### src/rtl/ptw_pkg.sv
package ptw_pkg;

  typedef enum logic [2:0] {
    ST_IDLE     = 3'd0,
    ST_RD_DIR   = 3'd1,
    ST_WT_DIR   = 3'd2,
    ST_RD_LEAF  = 3'd3,
    ST_WT_LEAF  = 3'd4,
    ST_DONE     = 3'd5,
    ST_FAULT    = 3'd6
  } walk_state_e;

  typedef enum logic {
    LVL_DIR  = 1'b0,
    LVL_LEAF = 1'b1
  } walk_lvl_e;

endpackage

### src/rtl/ptw_root_reg.sv
module ptw_root_reg #(
  parameter int unsigned AW    = 32,
  parameter int unsigned OFF_W = 12
) (
  input  logic                clk,
  input  logic                rst,
  input  logic                wr_en,
  input  logic [AW-1:0]       wr_data,
  output logic [AW-OFF_W-1:0] base_pfn
);
  localparam int unsigned PFN_W = AW - OFF_W;

  logic [PFN_W-1:0] pfn_q;
  logic             unused_low;

  assign unused_low = ^wr_data[OFF_W-1:0];

  always_ff @(posedge clk) begin
    if (rst) begin
      pfn_q <= '0;
    end else if (wr_en) begin
      pfn_q <= wr_data[AW-1:OFF_W];
    end
  end

  assign base_pfn = pfn_q;

  // a root write is visible on the following cycle
  a_r10_root_load: assert property (@(posedge clk) disable iff (rst)
    wr_en |=> (base_pfn == $past(wr_data[AW-1:OFF_W])));

endmodule

### src/rtl/ptw_addr_gen.sv
module ptw_addr_gen #(
  parameter int unsigned AW        = 32,
  parameter int unsigned OFF_W     = 12,
  parameter int unsigned IDX_W     = 10,
  parameter int unsigned ENT_SHIFT = 2
) (
  input  logic                sel_leaf,
  input  logic [AW-OFF_W-1:0] root_pfn,
  input  logic [AW-OFF_W-1:0] table_pfn,
  input  logic [AW-1:0]       va_new,
  input  logic [AW-1:0]       va_held,
  output logic [AW-1:0]       entry_addr
);
  localparam int unsigned PFN_W = AW - OFF_W;
  localparam int unsigned PAD_W = AW - IDX_W - ENT_SHIFT;
  localparam int unsigned DIR_LO  = OFF_W + IDX_W;
  localparam int unsigned LEAF_LO = OFF_W;

  logic [PFN_W-1:0] base_pfn;
  logic [IDX_W-1:0] idx;
  logic [AW-1:0]    base_byte;
  logic [AW-1:0]    idx_byte;
  logic             unused_va;

  assign unused_va = ^{va_new[DIR_LO-1:0], va_held[AW-1:DIR_LO], va_held[OFF_W-1:0]};

  always_comb begin
    if (sel_leaf) begin
      base_pfn = table_pfn;
      idx      = va_held[LEAF_LO +: IDX_W];
    end else begin
      base_pfn = root_pfn;
      idx      = va_new[DIR_LO +: IDX_W];
    end
    base_byte  = {base_pfn, {OFF_W{1'b0}}};
    idx_byte   = {{PAD_W{1'b0}}, idx, {ENT_SHIFT{1'b0}}};
    entry_addr = base_byte + idx_byte;
  end

endmodule

### src/rtl/ptw_ctrl.sv
module ptw_ctrl
  import ptw_pkg::*;
#(
  parameter int unsigned AW    = 32,
  parameter int unsigned OFF_W = 12
) (
  input  logic                clk,
  input  logic                rst,
  input  logic                req_valid,
  input  logic [AW-1:0]       req_vaddr,
  output logic                req_ready,
  input  logic                mem_rd_valid,
  input  logic [AW-1:0]       mem_rd_data,
  input  logic [AW-1:0]       next_addr,
  output logic                sel_leaf,
  output logic [AW-1:0]       va_held,
  output logic                mem_rd_req,
  output logic [AW-1:0]       mem_rd_addr,
  output logic                resp_valid,
  output logic [AW-1:0]       resp_paddr,
  output logic                resp_fault,
  output logic                resp_fault_lvl
);
  localparam int unsigned PFN_W = AW - OFF_W;

  walk_state_e      state_q;
  logic [AW-1:0]    va_q;
  logic             rd_req_q;
  logic [AW-1:0]    rd_addr_q;
  logic             rsp_v_q;
  logic [AW-1:0]    rsp_pa_q;
  logic             rsp_f_q;
  walk_lvl_e        rsp_lvl_q;
  logic             ent_present;
  logic [PFN_W-1:0] ent_pfn;
  logic             unused_flags;

  assign ent_present  = mem_rd_data[0];
  assign ent_pfn      = mem_rd_data[AW-1:OFF_W];
  assign unused_flags = ^mem_rd_data[OFF_W-1:1];

  assign sel_leaf = (state_q == ST_WT_DIR);
  assign va_held  = va_q;

  always_ff @(posedge clk) begin
    if (rst) begin
      state_q   <= ST_IDLE;
      va_q      <= '0;
      rd_req_q  <= 1'b0;
      rd_addr_q <= '0;
      rsp_v_q   <= 1'b0;
      rsp_pa_q  <= '0;
      rsp_f_q   <= 1'b0;
      rsp_lvl_q <= LVL_DIR;
    end else begin
      rd_req_q <= 1'b0;
      rsp_v_q  <= 1'b0;
      unique case (state_q)
        ST_IDLE: begin
          if (req_valid) begin
            va_q      <= req_vaddr;
            rd_req_q  <= 1'b1;
            rd_addr_q <= next_addr;
            state_q   <= ST_RD_DIR;
          end
        end
        ST_RD_DIR:  state_q <= ST_WT_DIR;
        ST_WT_DIR: begin
          if (mem_rd_valid) begin
            if (ent_present) begin
              rd_req_q  <= 1'b1;
              rd_addr_q <= next_addr;
              state_q   <= ST_RD_LEAF;
            end else begin
              rsp_v_q   <= 1'b1;
              rsp_f_q   <= 1'b1;
              rsp_lvl_q <= LVL_DIR;
              rsp_pa_q  <= '0;
              state_q   <= ST_FAULT;
            end
          end
        end
        ST_RD_LEAF: state_q <= ST_WT_LEAF;
        ST_WT_LEAF: begin
          if (mem_rd_valid) begin
            rsp_v_q <= 1'b1;
            if (ent_present) begin
              rsp_f_q   <= 1'b0;
              rsp_lvl_q <= LVL_DIR;
              rsp_pa_q  <= {ent_pfn, va_q[OFF_W-1:0]};
              state_q   <= ST_DONE;
            end else begin
              rsp_f_q   <= 1'b1;
              rsp_lvl_q <= LVL_LEAF;
              rsp_pa_q  <= '0;
              state_q   <= ST_FAULT;
            end
          end
        end
        ST_DONE, ST_FAULT: state_q <= ST_IDLE;
        default: state_q <= ST_IDLE;
      endcase
    end
  end

  assign req_ready      = (state_q == ST_IDLE);
  assign mem_rd_req     = rd_req_q;
  assign mem_rd_addr    = rd_addr_q;
  assign resp_valid     = rsp_v_q;
  assign resp_paddr     = rsp_pa_q;
  assign resp_fault     = rsp_f_q;
  assign resp_fault_lvl = rsp_lvl_q;

  // each table read is a single-cycle request
  a_r2_rd_pulse: assert property (@(posedge clk) disable iff (rst)
    mem_rd_req |=> !mem_rd_req);

  // the response is a single-cycle pulse
  a_r4_resp_pulse: assert property (@(posedge clk) disable iff (rst)
    resp_valid |=> !resp_valid);

  // a good translation keeps the request offset
  a_r4_offset_kept: assert property (@(posedge clk) disable iff (rst)
    (resp_valid && !resp_fault) |-> (resp_paddr[OFF_W-1:0] == va_q[OFF_W-1:0]));

  // faults report a zero physical address
  a_r5_fault_zero: assert property (@(posedge clk) disable iff (rst)
    (resp_valid && resp_fault) |-> (resp_paddr == '0));

  // the walker is busy while a read is outstanding
  a_r8_busy_on_read: assert property (@(posedge clk) disable iff (rst)
    mem_rd_req |-> !req_ready);

  // ready again right after a response
  a_r8_ready_after: assert property (@(posedge clk) disable iff (rst)
    resp_valid |=> req_ready);

  // a read is never issued in the same cycle as a response
  a_r7_no_overlap: assert property (@(posedge clk) disable iff (rst)
    resp_valid |-> !mem_rd_req);

endmodule

### src/rtl/pt2_walker.sv
module pt2_walker #(
  parameter int unsigned AW        = 32,
  parameter int unsigned OFF_W     = 12,
  parameter int unsigned IDX_W     = 10,
  parameter int unsigned ENT_SHIFT = 2
) (
  input  logic          clk,
  input  logic          rst,
  input  logic          req_valid,
  input  logic [AW-1:0] req_vaddr,
  output logic          req_ready,
  input  logic          root_wr_en,
  input  logic [AW-1:0] root_wr_data,
  output logic          mem_rd_req,
  output logic [AW-1:0] mem_rd_addr,
  input  logic          mem_rd_valid,
  input  logic [AW-1:0] mem_rd_data,
  output logic          resp_valid,
  output logic [AW-1:0] resp_paddr,
  output logic          resp_fault,
  output logic          resp_fault_lvl
);
  localparam int unsigned PFN_W = AW - OFF_W;

  logic [PFN_W-1:0] root_pfn;
  logic [AW-1:0]    next_addr;
  logic             sel_leaf;
  logic [AW-1:0]    va_held;

  ptw_root_reg #(.AW(AW), .OFF_W(OFF_W)) u_root (
    .clk      (clk),
    .rst      (rst),
    .wr_en    (root_wr_en),
    .wr_data  (root_wr_data),
    .base_pfn (root_pfn)
  );

  ptw_addr_gen #(.AW(AW), .OFF_W(OFF_W), .IDX_W(IDX_W), .ENT_SHIFT(ENT_SHIFT)) u_agen (
    .sel_leaf   (sel_leaf),
    .root_pfn   (root_pfn),
    .table_pfn  (mem_rd_data[AW-1:OFF_W]),
    .va_new     (req_vaddr),
    .va_held    (va_held),
    .entry_addr (next_addr)
  );

  ptw_ctrl #(.AW(AW), .OFF_W(OFF_W)) u_ctrl (
    .clk            (clk),
    .rst            (rst),
    .req_valid      (req_valid),
    .req_vaddr      (req_vaddr),
    .req_ready      (req_ready),
    .mem_rd_valid   (mem_rd_valid),
    .mem_rd_data    (mem_rd_data),
    .next_addr      (next_addr),
    .sel_leaf       (sel_leaf),
    .va_held        (va_held),
    .mem_rd_req     (mem_rd_req),
    .mem_rd_addr    (mem_rd_addr),
    .resp_valid     (resp_valid),
    .resp_paddr     (resp_paddr),
    .resp_fault     (resp_fault),
    .resp_fault_lvl (resp_fault_lvl)
  );

  // idle walker after reset is ready and silent
  a_r1_idle_quiet: assert property (@(posedge clk) disable iff (rst)
    req_ready |-> (!resp_valid && !mem_rd_req));

endmodule

### config.mk
export PLATFORM = sky130hd
export DESIGN_NAME = pt2_walker
export DESIGN_NICKNAME = d
export VERILOG_FILES = /design/src/rtl/ptw_pkg.sv /design/src/rtl/ptw_root_reg.sv /design/src/rtl/ptw_addr_gen.sv /design/src/rtl/ptw_ctrl.sv /design/src/rtl/pt2_walker.sv
export SDC_FILE = /design/constraint.sdc
export NUM_CORES = 1
export LEC_CHECK = 0
export ABC_AREA = 1
export ABC_CLOCK_PERIOD_IN_PS = 1450
export BUFFER_PORTS_ARGS = -buffer_cell sky130_fd_sc_hd__buf_2
export CORE_ASPECT_RATIO = 1.1
export CORE_MARGIN = 5
export CORE_UTILIZATION = 30
export DETAILED_ROUTE_END_ITERATION = 8
export GPL_TIMING_DRIVEN = 0
export HOLD_SLACK_MARGIN = 0.03
export PLACE_DENSITY_LB_ADDON = 0.12
export SYNTH_ARGS = -nofsm -noshare
export SYNTH_HDL_FRONTEND = slang
export SYNTH_HIERARCHICAL = 1
export SYNTH_SLANG_ARGS = --single-unit
### constraint.sdc
create_clock -name clk -period 1.45 [get_ports clk]
set_input_delay 0.2175 -clock clk [delete_from_list [all_inputs] [get_ports clk]]
set_output_delay 0.2175 -clock clk [all_outputs]
set_load 0.05 [all_outputs]
After elaboration in Yosys (flattened, before gate mapping)
Index checks and enable logic that the tools add are counted.
{"block": "classes", "add_sub_neg": 1, "eq_ne": 9, "muxes": 32, "reduce_logical": 7}
{"op": "$mux 32", "n": 7}
{"op": "$pmux 32 s2", "n": 2}
{"op": "$add 32x12->32", "n": 1}
{"op": "$mux 20", "n": 1}
{"op": "$pmux 3 s5", "n": 1}
{"op": "$mux 3", "n": 4}
{"op": "$mux 1", "n": 11}
{"op": "$mux 10", "n": 1}
{"op": "$ne 2x2->1 const B", "n": 5}
{"op": "$pmux 1 s2", "n": 4}
{"op": "$reduce_and 4->1", "n": 2}
{"op": "$eq 3x2->1 const B", "n": 2}
{"op": "$reduce_bool 2->1", "n": 2}
{"op": "$eq 3x1->1 const B", "n": 1}
{"op": "$eq 3x3->1 const B", "n": 1}
{"op": "$logic_not 3->1", "n": 1}
{"op": "$reduce_and 3->1", "n": 1}
{"op": "$mux 2", "n": 1}
{"op": "$reduce_and 2->1", "n": 1}
{"block": "totals", "reg_bits": 113, "word_cells": 58}

Longest topological paths before layout
Gate-level depths: netlist of run 1.
{"block": "depth", "ltp_word": 6, "ltp_mapped": 9}

Cells and area by module
Netlist of run 1, hierarchy kept.
{"module": "ptw_ctrl", "instances": 1, "cells_each": 587, "area_per_inst_um2": 4444.3, "seq_area_each_um2": 2062.0}
{"module": "ptw_root_reg", "instances": 1, "cells_each": 127, "area_per_inst_um2": 834.6, "seq_area_each_um2": 400.4}
{"module": "ptw_addr_gen", "instances": 1, "cells_each": 100, "area_per_inst_um2": 390.4, "seq_area_each_um2": 0.0}

Least setup slack after synthesis of run 1
No wires, ideal clock.
{"block": "synth_timing", "path_type": "reg2reg", "startpoint": "reg u_ctrl.state_q[1]", "endpoint": "reg, netlist name u_ctrl/va_held[23]", "arrival_ns": 1.266, "required_ns": 1.380, "setup_slack_ns": 0.113, "stages_incl_launch_ff": 7, "path_buffers": 1, "synth_period_minus_slack_ns": 1.337, "cell_sequence": "dfxtp_1 nor2_4 nand2_2 inv_2 buf_2 nand3_1 a21oi_1"}
{"element": "start: declaration", "line_no": "ptw_ctrl.sv:26", "rtl": "walk_state_e state_q;"}
{"element": "start signal: assignment", "line_no": "ptw_ctrl.sv:47", "rtl": "state_q <= ST_IDLE;"}
{"element": "start signal: assignment", "line_no": "ptw_ctrl.sv:64", "rtl": "state_q <= ST_RD_DIR;"}
{"element": "start signal: assignment", "line_no": "ptw_ctrl.sv:67", "rtl": "ST_RD_DIR: state_q <= ST_WT_DIR;"}

Final worst setup path of run 1
{"block": "layout_timing", "startpoint": "reg u_ctrl.state_q[0]", "endpoint": "out req_ready"}
{"block": "layout_between", "elab_chain_cells": 1}
{"element": "$logic_not 3->1", "line_no": "ptw_ctrl.sv:106", "rtl": "assign req_ready = (state_q == ST_IDLE);"}
{"element": "end: declaration", "line_no": "pt2_walker.sv:11", "rtl": "output logic req_ready,"}
Every way passes these cells.

==> qor.yml, run 1 <==
vias: 5363
ff2ff_path_depth: 9
syn_avg_cell_area_um2: 6.89
grt_max_degree: 17
swShare_pct: 42.1
dp_hpwl_mm: 13.0
p_int_uw: 9150
synthCells: 774
setup_ws_ps: -39.4
power_density_mw_per_mm2: 2140
relSlewSlack_pct: 61.7
max_clock_freq_mhz: 671
worstPathRequired_ps: 1230
core-area_mm2: 0.0176
cp_max_fo: 3
top_level_ports: 170
worst-r2r-setup-slack_ps: 0
worstPathArrival_ps: 1270
hold_path.class: "input port to flop"
ctsHtreeMaxLevel: 4
final_hold_viol_count: 0
port_buffers: 144
wire_per_inst_um: 14.7
grt_usage_pct: 17.0
first_pass_iters: 4
rr_endpoint: "u_ctrl/va_held[7]"
area_growth_pct: 38.5
fp.dieW_um: 137
grt_pass1_wl_mm: 26.9
synth_area_mm2: 0.00533
layout_min_cycle_time_ps: 1490
gp_congestion: 0.771
seqPwrFrac_pct: 27.0
finalNonFillerCells: 1207
antenna_left: 0
place_inst: 1157
cts_sinks: 113
maxCapViolCount: 0
start_kind: "flop"
cts_buffers: 17
crit_end: "req_ready"
slew_violations: 0
setup_tns_ps: -39.4
cts_tree: "built"
setup_viol: 1
critPathKind: "flop to output pin"
diodes: 0
place_area_mm2: 0.00635
leakage_uw: 0.00369
period_share_pct: 103
routed_wl_mm: 17.7
grt_pass1_vias: 5187
r2r-start: "u_ctrl/state_q[0]"
initial_core_util_pct: 30.3
setup.worst_path.start: "u_ctrl/state_q[0]"
yosys_warnings: 6
power.share.clock_pct: 26.0
clock_path_buffers: 2
fin_skew_ps: 12.0
switching_power_uw: 6650
drt_iter0_markers: 213
viasPerCell: 4.44
rsz0062_at_grt: "true"
clock_latency_ps: 410
end_kind: "output pin"
rows: 51
tightest_slew_ps: 575
clk_pin_slew_worst_paths_ps: 50
grt_antenna_before_repair: 1
grt_overflow: 0
ir_worst_vdd_v: 0.000992
status: "finished with violations"
postLayoutCellArea_mm2: 0.00738
cts_root_buf: "clkbuf_16"
dieArea_mm2: 0.0205
drcViolationCount: 0
drive_above_1_share_pct: 28.1
chipHeight_um: 150
violations: "setup timing"
p_comb_share_pct: 47.0
finalNetCount: 1057
## state kept, by name, summed over array words and instances (netlist names)
register               count
u_ctrl/resp_paddr         32
u_root/base_pfn           20
u_ctrl/mem_rd_req          1
u_ctrl/resp_valid          1
u_ctrl/va_held            22
u_ctrl/state_q             3
u_ctrl/mem_rd_addr        32
u_ctrl/resp_fault_lvl      1
u_ctrl/resp_fault          1
## worst min path at each step
stage / from / to / slack [ps] / cells after the start
3_5_place_dp: u_ctrl/va_held[0] / u_ctrl/va_held[0] / 450 / 2
5_1_grt: req_vaddr[2] / u_ctrl/va_held[2] / 90 / 3
6_report: req_vaddr[2] / u_ctrl/va_held[2] / 90 / 3
3_3_place_gp: u_ctrl/va_held[19] / u_ctrl/va_held[19] / 450 / 2
4_1_cts: req_vaddr[12] / u_ctrl/va_held[12] / 70 / 3
2_1_floorplan: req_vaddr[0] / u_ctrl/va_held[0] / 380 / 2
## cell usage in the layout (no fill, tap or decap), drive strengths merged
| master | count |
|---|---|
| a21oi | 58 |
| buf | 205 |
| bufinv | 2 |
| clkbuf | 44 |
| clkinv | 4 |
| conb | 2 |
| dfxtp | 113 |
| inv | 30 |
| nand2 | 298 |
| nand3 | 27 |
| nand3b | 64 |
| nor2 | 118 |
| nor3 | 2 |
| o21ai | 2 |
## power by group through the flow
stage          sequential [uW]  clock [uW]  combinational (uW)
3_3_place_gp              4320           0                6570
6_report                  4260        4110                7430
2_1_floorplan             5990           0                3260
5_1_grt                   4340        4330                8080
3_5_place_dp              4310           0                6590
4_1_cts                   4260        4190                6930
## worst max-delay path, cell delays in order (launching register included)
cell and delay, ps:
dfxtp_4 360, nor2_4 130, nand2_2 80, inv_4 80
buf_6 90, buf_8 130
## layer usage
layer / share of wire (%) / vias up / global-route usage, %
met4: 1.9 / 2 / 6.04
met5: 0.073 / - / 0
li1: - / 2778 / -
met1: 46 / 2420 / 21.9
met3: 7.1 / 27 / 5.41
met2: 45 / 136 / 26.8
## metrics by stage
step	total power [uW]	hold WS [ps]	setup slack (ps)	utilization [%]
after floorplan	9260	382	140	-
after global placement	10900	448	-237	36.1
after detailed placement	10900	452	-222	36.1
after CTS	15400	73.3	-13.8	39.9
after global routing	16800	86.3	-89.6	41.9
final	15800	88.1	-39.4	41.9
## repair_timing
action | CTS | global route
buffers inserted | 5 | 7
gates cloned | 0 | 7
gates resized for setup | 23 | 59
hold buffers | 0 | 0
pin swaps | 3 | 4
setup endpoints to repair | 86 | 87
## cell type report
type,count,area [um2]
tap,238,298
fill,1972,10200
clock buffer,27,503
multi-input combinational,571,2650
sequential,113,2270
clock inverter,5,75.1
timing repair buffer,162,941
inverter,31,124
buffer,60,523
Power figures use the tool's default switching activity.
==> run 2: changes to the inputs <==
ABC_CLOCK_PERIOD_IN_PS = 1600   (was 1450)
PLACE_DENSITY = 0.57   (was not set)
PLACE_DENSITY_LB_ADDON = not set   (was 0.12)
clock period = 1.6 ns   (was 1.45 ns; I/O delays follow)
==> run 2 against run 1 <==
  * Cell area down 4.7%
  * Sequential power down 9.4%
  * Cell count down 1.2%
  * Die area unchanged
  * Global-route usage down 0.46 points
  * Sequential cell count unchanged
  * Non-clock buffer count down 14
  * Count of clock-buffer cells in the layout down 4
  * Worst setup slack better by 110 ps
  * Combinational power down 17%
  * The flow now finishes without violations
==> qor.yml, run 2 (synthesis gave the netlist of run 1 again) <==
status: "complete, no violations"
clk_pin_slew_worst_paths_ps: 50
critPathTopFamily: "buffers and inverters"
drive_above_1_share_pct: 25.8
vias: 5332
grtUsageMet1_pct: 21.9
fp.dieW_um: 137
fin_skew_ps: 5.19
tightest_slew_ps: 509
hold_path.class: "input port to flop"
max_stage_delay_ps: 380
grt_max_degree: 17
ir_worst_vdd_v: 0.000934
dieArea_mm2: 0.0205
grt_util_met2_pct: 26.4
grt_pass1_vias: 5133
routed_wl_mm: 16.8
wire_per_inst_um: 14.1
ff2ff_path_depth: 9
rsz0062_at_grt: "false"
met3_usage_pct: 4.64
rows: 51
crit_chain: "inv_2 -> nand2_2 -> clkinv_4 -> buf_2 -> buf_8"
core-area_mm2: 0.0176
final_common_cell: "nand2_1"
grt_pass1_wl_mm: 26.3
busiest_layer: "met2"
cts_tree: "built"
critPathKind: "flop to output pin"
place_inst: 1157
layout_min_cycle_time_ps: 1530
diodes: 0
area_growth_pct: 32.0
cts_sinks: 113
maxCapViolCount: 0
period_share_pct: 95.7
max_clock_freq_mhz: 653
drcViolationCount: 0
cts_buffers: 17
final_hold_viol_count: 0
dp_hpwl_mm: 12.5
end_kind: "output pin"
viasPerCell: 4.47
start_kind: "flop"
chipHeight_um: 150
hold_depth: 3
gp_congestion: 0.832
first_pass_iters: 5
worstPathRequired_ps: 1360
finalNetCount: 1042
slew_violations: 0
ctsHtreeMaxLevel: 4
cp_max_fo: 5
clock_path_buffers: 2
port_buffers: 144
worst-r2r-setup-slack_ps: 120
grt_antenna_before_repair: 0
power_density_mw_per_mm2: 1980
clock_latency_ps: 410
critical_path_buf_inv_count: 4
leakage_uw: 0.00357
antenna_left: 0
grt_overflow: 0
postLayoutCellArea_mm2: 0.00704
place_area_mm2: 0.00635
finalNonFillerCells: 1192
layout_common_cells: "nand2_1, buf_2, nor2_1, dfxtp_1, nand3b_1"
cpMaxStageDelayCell: "dfxtp_4"
cts_root_buf: "clkbuf_16"
setup_viol: 0
top_level_ports: 170
drt_iter0_markers: 305
grt_usage_pct: 16.6
relSlewSlack_pct: 66.1
cp_num_cells: 5
initial_core_util_pct: 30.3
whs_ps: 99.5
worstPathArrival_ps: 1290
==> run 2: cell count changes in the layout (fill, tap and decap cells not counted), sizes merged <==
cell	delta
clkinv	+4
bufinv	+1
nand2	-1
clkbuf	-10
buf	-8
inv	-1
==> run 2: layer usage <==
layer / part of all wire [%] / vias up / routed length (um)
li1: - / 2751 / -
met1: 45 / 2401 / 7650
met2: 46 / 169 / 7760
met3: 7.4 / 11 / 1250
met4: 1.1 / 0 / 186
met5: 0 / - / 0
==> run 2: area by class of cell <==
class / count / area, um2
flip-flops and latches: 113 / 2270
plain buffers: 61 / 410
multi-input cells: 570 / 2560
repair buffers: 147 / 753
clock buffers: 23 / 498
clock inverters: 9 / 128
fillers: 1916 / 10600
well taps: 238 / 298
inverters: 31 / 121
==> run 2: per-stage QoR <==
| stage | util (%) | setup slack (ps) | TNS (ps) | total power (uW) |
|---|---|---|---|---|
| 2_1_floorplan | - | 290 | 0 | 8390 |
| 3_3_place_gp | 36.1 | -107 | -920 | 9840 |
| 3_5_place_dp | 36.1 | -118 | -1070 | 9870 |
| 4_1_cts | 39.7 | 3.24 | 0 | 14000 |
| 5_1_grt | 40.0 | 9.78 | 0 | 14800 |
| 6_report | 40.0 | 69.1 | 0 | 14000 |
==> run 2: path summary, 6_finish.rpt <==
path,from,end
max,u_ctrl/state_q[2],req_ready
max reg2reg,u_ctrl/state_q[2],u_ctrl/mem_rd_addr[31]
min reg2reg,u_ctrl/va_held[6],u_ctrl/va_held[6]
min,req_vaddr[6],u_ctrl/va_held[6]
==> run 2: timing repair <==
action / in CTS / in global routing
hold endpoints to repair: 0 / 0
setup endpoints to repair: 5 / 52
pin swaps: 1 / 1
buffers inserted: 1 / 2
hold buffers: 0 / 0
resized for setup: 5 / 11
==> run 2: power breakdown <==
part,internal [uW],total (uW),switching (uW)
Sequential,3490,3860,372
Clock,2650,3970,1320
Combinational,1940,6140,4210
==> run 2: worst min-delay path: stages <==
cell and delay [ps]:
buf_2 100, nand3_1 70, a21oi_1 60
==> run 3: changes to the inputs <==
CELL_PAD_IN_SITES_DETAIL_PLACEMENT = 1   (was not set)
CELL_PAD_IN_SITES_GLOBAL_PLACEMENT = 1   (was not set)
PLACE_DENSITY = 0.75   (was 0.57)
==> run 3 against run 2 <==
  * Sequential power fell by 1%
  * Critical endpoint unchanged
  * Total power fell by 3.1%
  * Largest cell class unchanged
  * Sequential cell count did not move
  * Cell count rose by 0.17%
==> qor.yml, run 3 (synthesis gave the netlist of run 1 again) <==
status: "complete, no violations"
p_comb_share_pct: 46.7
ff2ff_path_depth: 9
wire_per_inst_um: 15.2
worstPathRequired_ps: 1360
grt_antenna_before_repair: 0
rsz0062_at_grt: "true"
grt_overflow: 0
dieArea_mm2: 0.0205
drt_iter0_markers: 204
worst-r2r-setup-slack_ps: 90
clock_path_buffers: 2
clk_pin_slew_worst_paths_ps: 50
drcViolationCount: 0
register_area_mm2: 0.00227
top_level_ports: 170
rr_endpoint: "u_ctrl/resp_paddr[18]"
relSlewSlack_pct: 61.0
slew_violations: 0
worstPathArrival_ps: 1300
switching_power_uw: 5910
maxCapViolCount: 0
clock_latency_ps: 410
layout_common_cells: "nand2_1, buf_2, nor2_1, dfxtp_1, nand3b_1"
antenna_left: 0
whs_ps: 101
cts_sinks: 113
power_density_mw_per_mm2: 1940
cts_buffers: 17
drive_above_1_share_pct: 25.7
grt_pass1_wl_mm: 28.5
initial_core_util_pct: 30.3
max_clock_freq_mhz: 647
final_common_cell: "nand2_1"
setup_viol: 0
routed_wl_mm: 18.1
r2r-start: "u_ctrl/state_q[2]"
setup_ws_ps: 55.0
cts_root_buf: "clkbuf_16"
area_growth_pct: 30.8
place_ws_ps: -105
postLayoutCellArea_mm2: 0.00697
seqPwrFrac_pct: 28.2
cts_tree: "built"
viasPerCell: 4.47
grt_usage_pct: 18.2
power_uw: 13500
first_pass_iters: 4
power.share.clock_pct: 25.1
dp_hpwl_mm: 13.9
start_kind: "flop"
layout_min_cycle_time_ps: 1540
cp_max_fo: 6
diodes: 0
finalNetCount: 1044
gp_congestion: 0.802
leakage_uw: 0.00354
multi_input_area_mm2: 0.00257
critPathKind: "flop to output pin"
core-area_mm2: 0.0176
holdPathEnd: "u_root/base_pfn[11]"
p_int_uw: 7630
vias: 5338
period_share_pct: 96.6
final_hold_viol_count: 0
grt_max_degree: 17
fp.dieW_um: 137
end_kind: "output pin"
fin_skew_ps: 5.03
rows: 51
nFillCells: 2317
hold_depth: 4
port_buffers: 144
ir_worst_vdd_v: 0.000808
ctsHtreeMaxLevel: 4
grt_pass1_vias: 5506
chipHeight_um: 150
tightest_slew_ps: 585
swShare_pct: 43.7
min_from: "root_wr_en"
hold_path.class: "input port to flop"
place_area_mm2: 0.00635
-- run 3: timing repair --
item | in CTS | in global routing
setup endpoints to repair | 40 | 41
hold buffers | 0 | 0
setup buffers | 1 | 4
resized for setup | 8 | 13
pin swaps | 1 | 2
-- run 3: per-stage QoR --
step / util [%] / TNS [ps] / instances
after floorplan: - / 0 / 775
after global routing: 39.6 / -429 / 1194
after global placement: 36.1 / -1550 / 1157
after detailed placement: 36.1 / -2090 / 1157
final: 39.6 / 0 / 1194
after CTS: 39.3 / -3.91 / 1190
-- run 3: layout make-up --
class | count | share of cell area, %
Timing Repair Buffer | 149 | 11.0
Clock buffer | 26 | 7.16
Buffer | 61 | 6.06
Sequential cell | 113 | 32.5
Inverter | 31 | 1.74
Tap cell | 238 | 4.27
Multi-Input combinational cell | 570 | 36.8
Clock inverter | 6 | 0.431
-- run 3: layer usage --
metal	global-route usage (%)	wire [um]
met4	6.24	277
met2	31.1	8890
met5	0	0
met1	21.8	7940
met3	5.11	1020
-- run 3: how the worst max path moves through the flow --
stage | from | endpoint | slack (ps) | cells past startpoint
floorplan | u_ctrl/state_q[2] | u_ctrl/resp_paddr[12] | 290 | 9
global placement | rst | u_ctrl/resp_paddr[21] | -100 | 5
detailed placement | rst | u_ctrl/resp_paddr[24] | -110 | 5
CTS | u_ctrl/state_q[0] | req_ready | -4 | 5
global route | u_ctrl/state_q[2] | u_ctrl/resp_paddr[12] | -50 | 9
finish | u_ctrl/state_q[0] | req_ready | 60 | 5
-- run 3: power groups by stage --
stage / sequential [uW] / combinational, uW / clock (uW)
3_5_place_dp: 3860 / 6070 / 0
2_1_floorplan: 5430 / 2960 / 0
6_report: 3810 / 6320 / 3400
5_1_grt: 3900 / 6930 / 3620
3_3_place_gp: 3840 / 5980 / 0
4_1_cts: 3820 / 6240 / 3480
-- run 3: worst max-delay path, cell delays in order (launching register included) --
cell and delay (ps):
dfxtp_2 390, nor2_4 60, nand2_2 100, clkinv_4 90, buf_6 120, buf_8 140
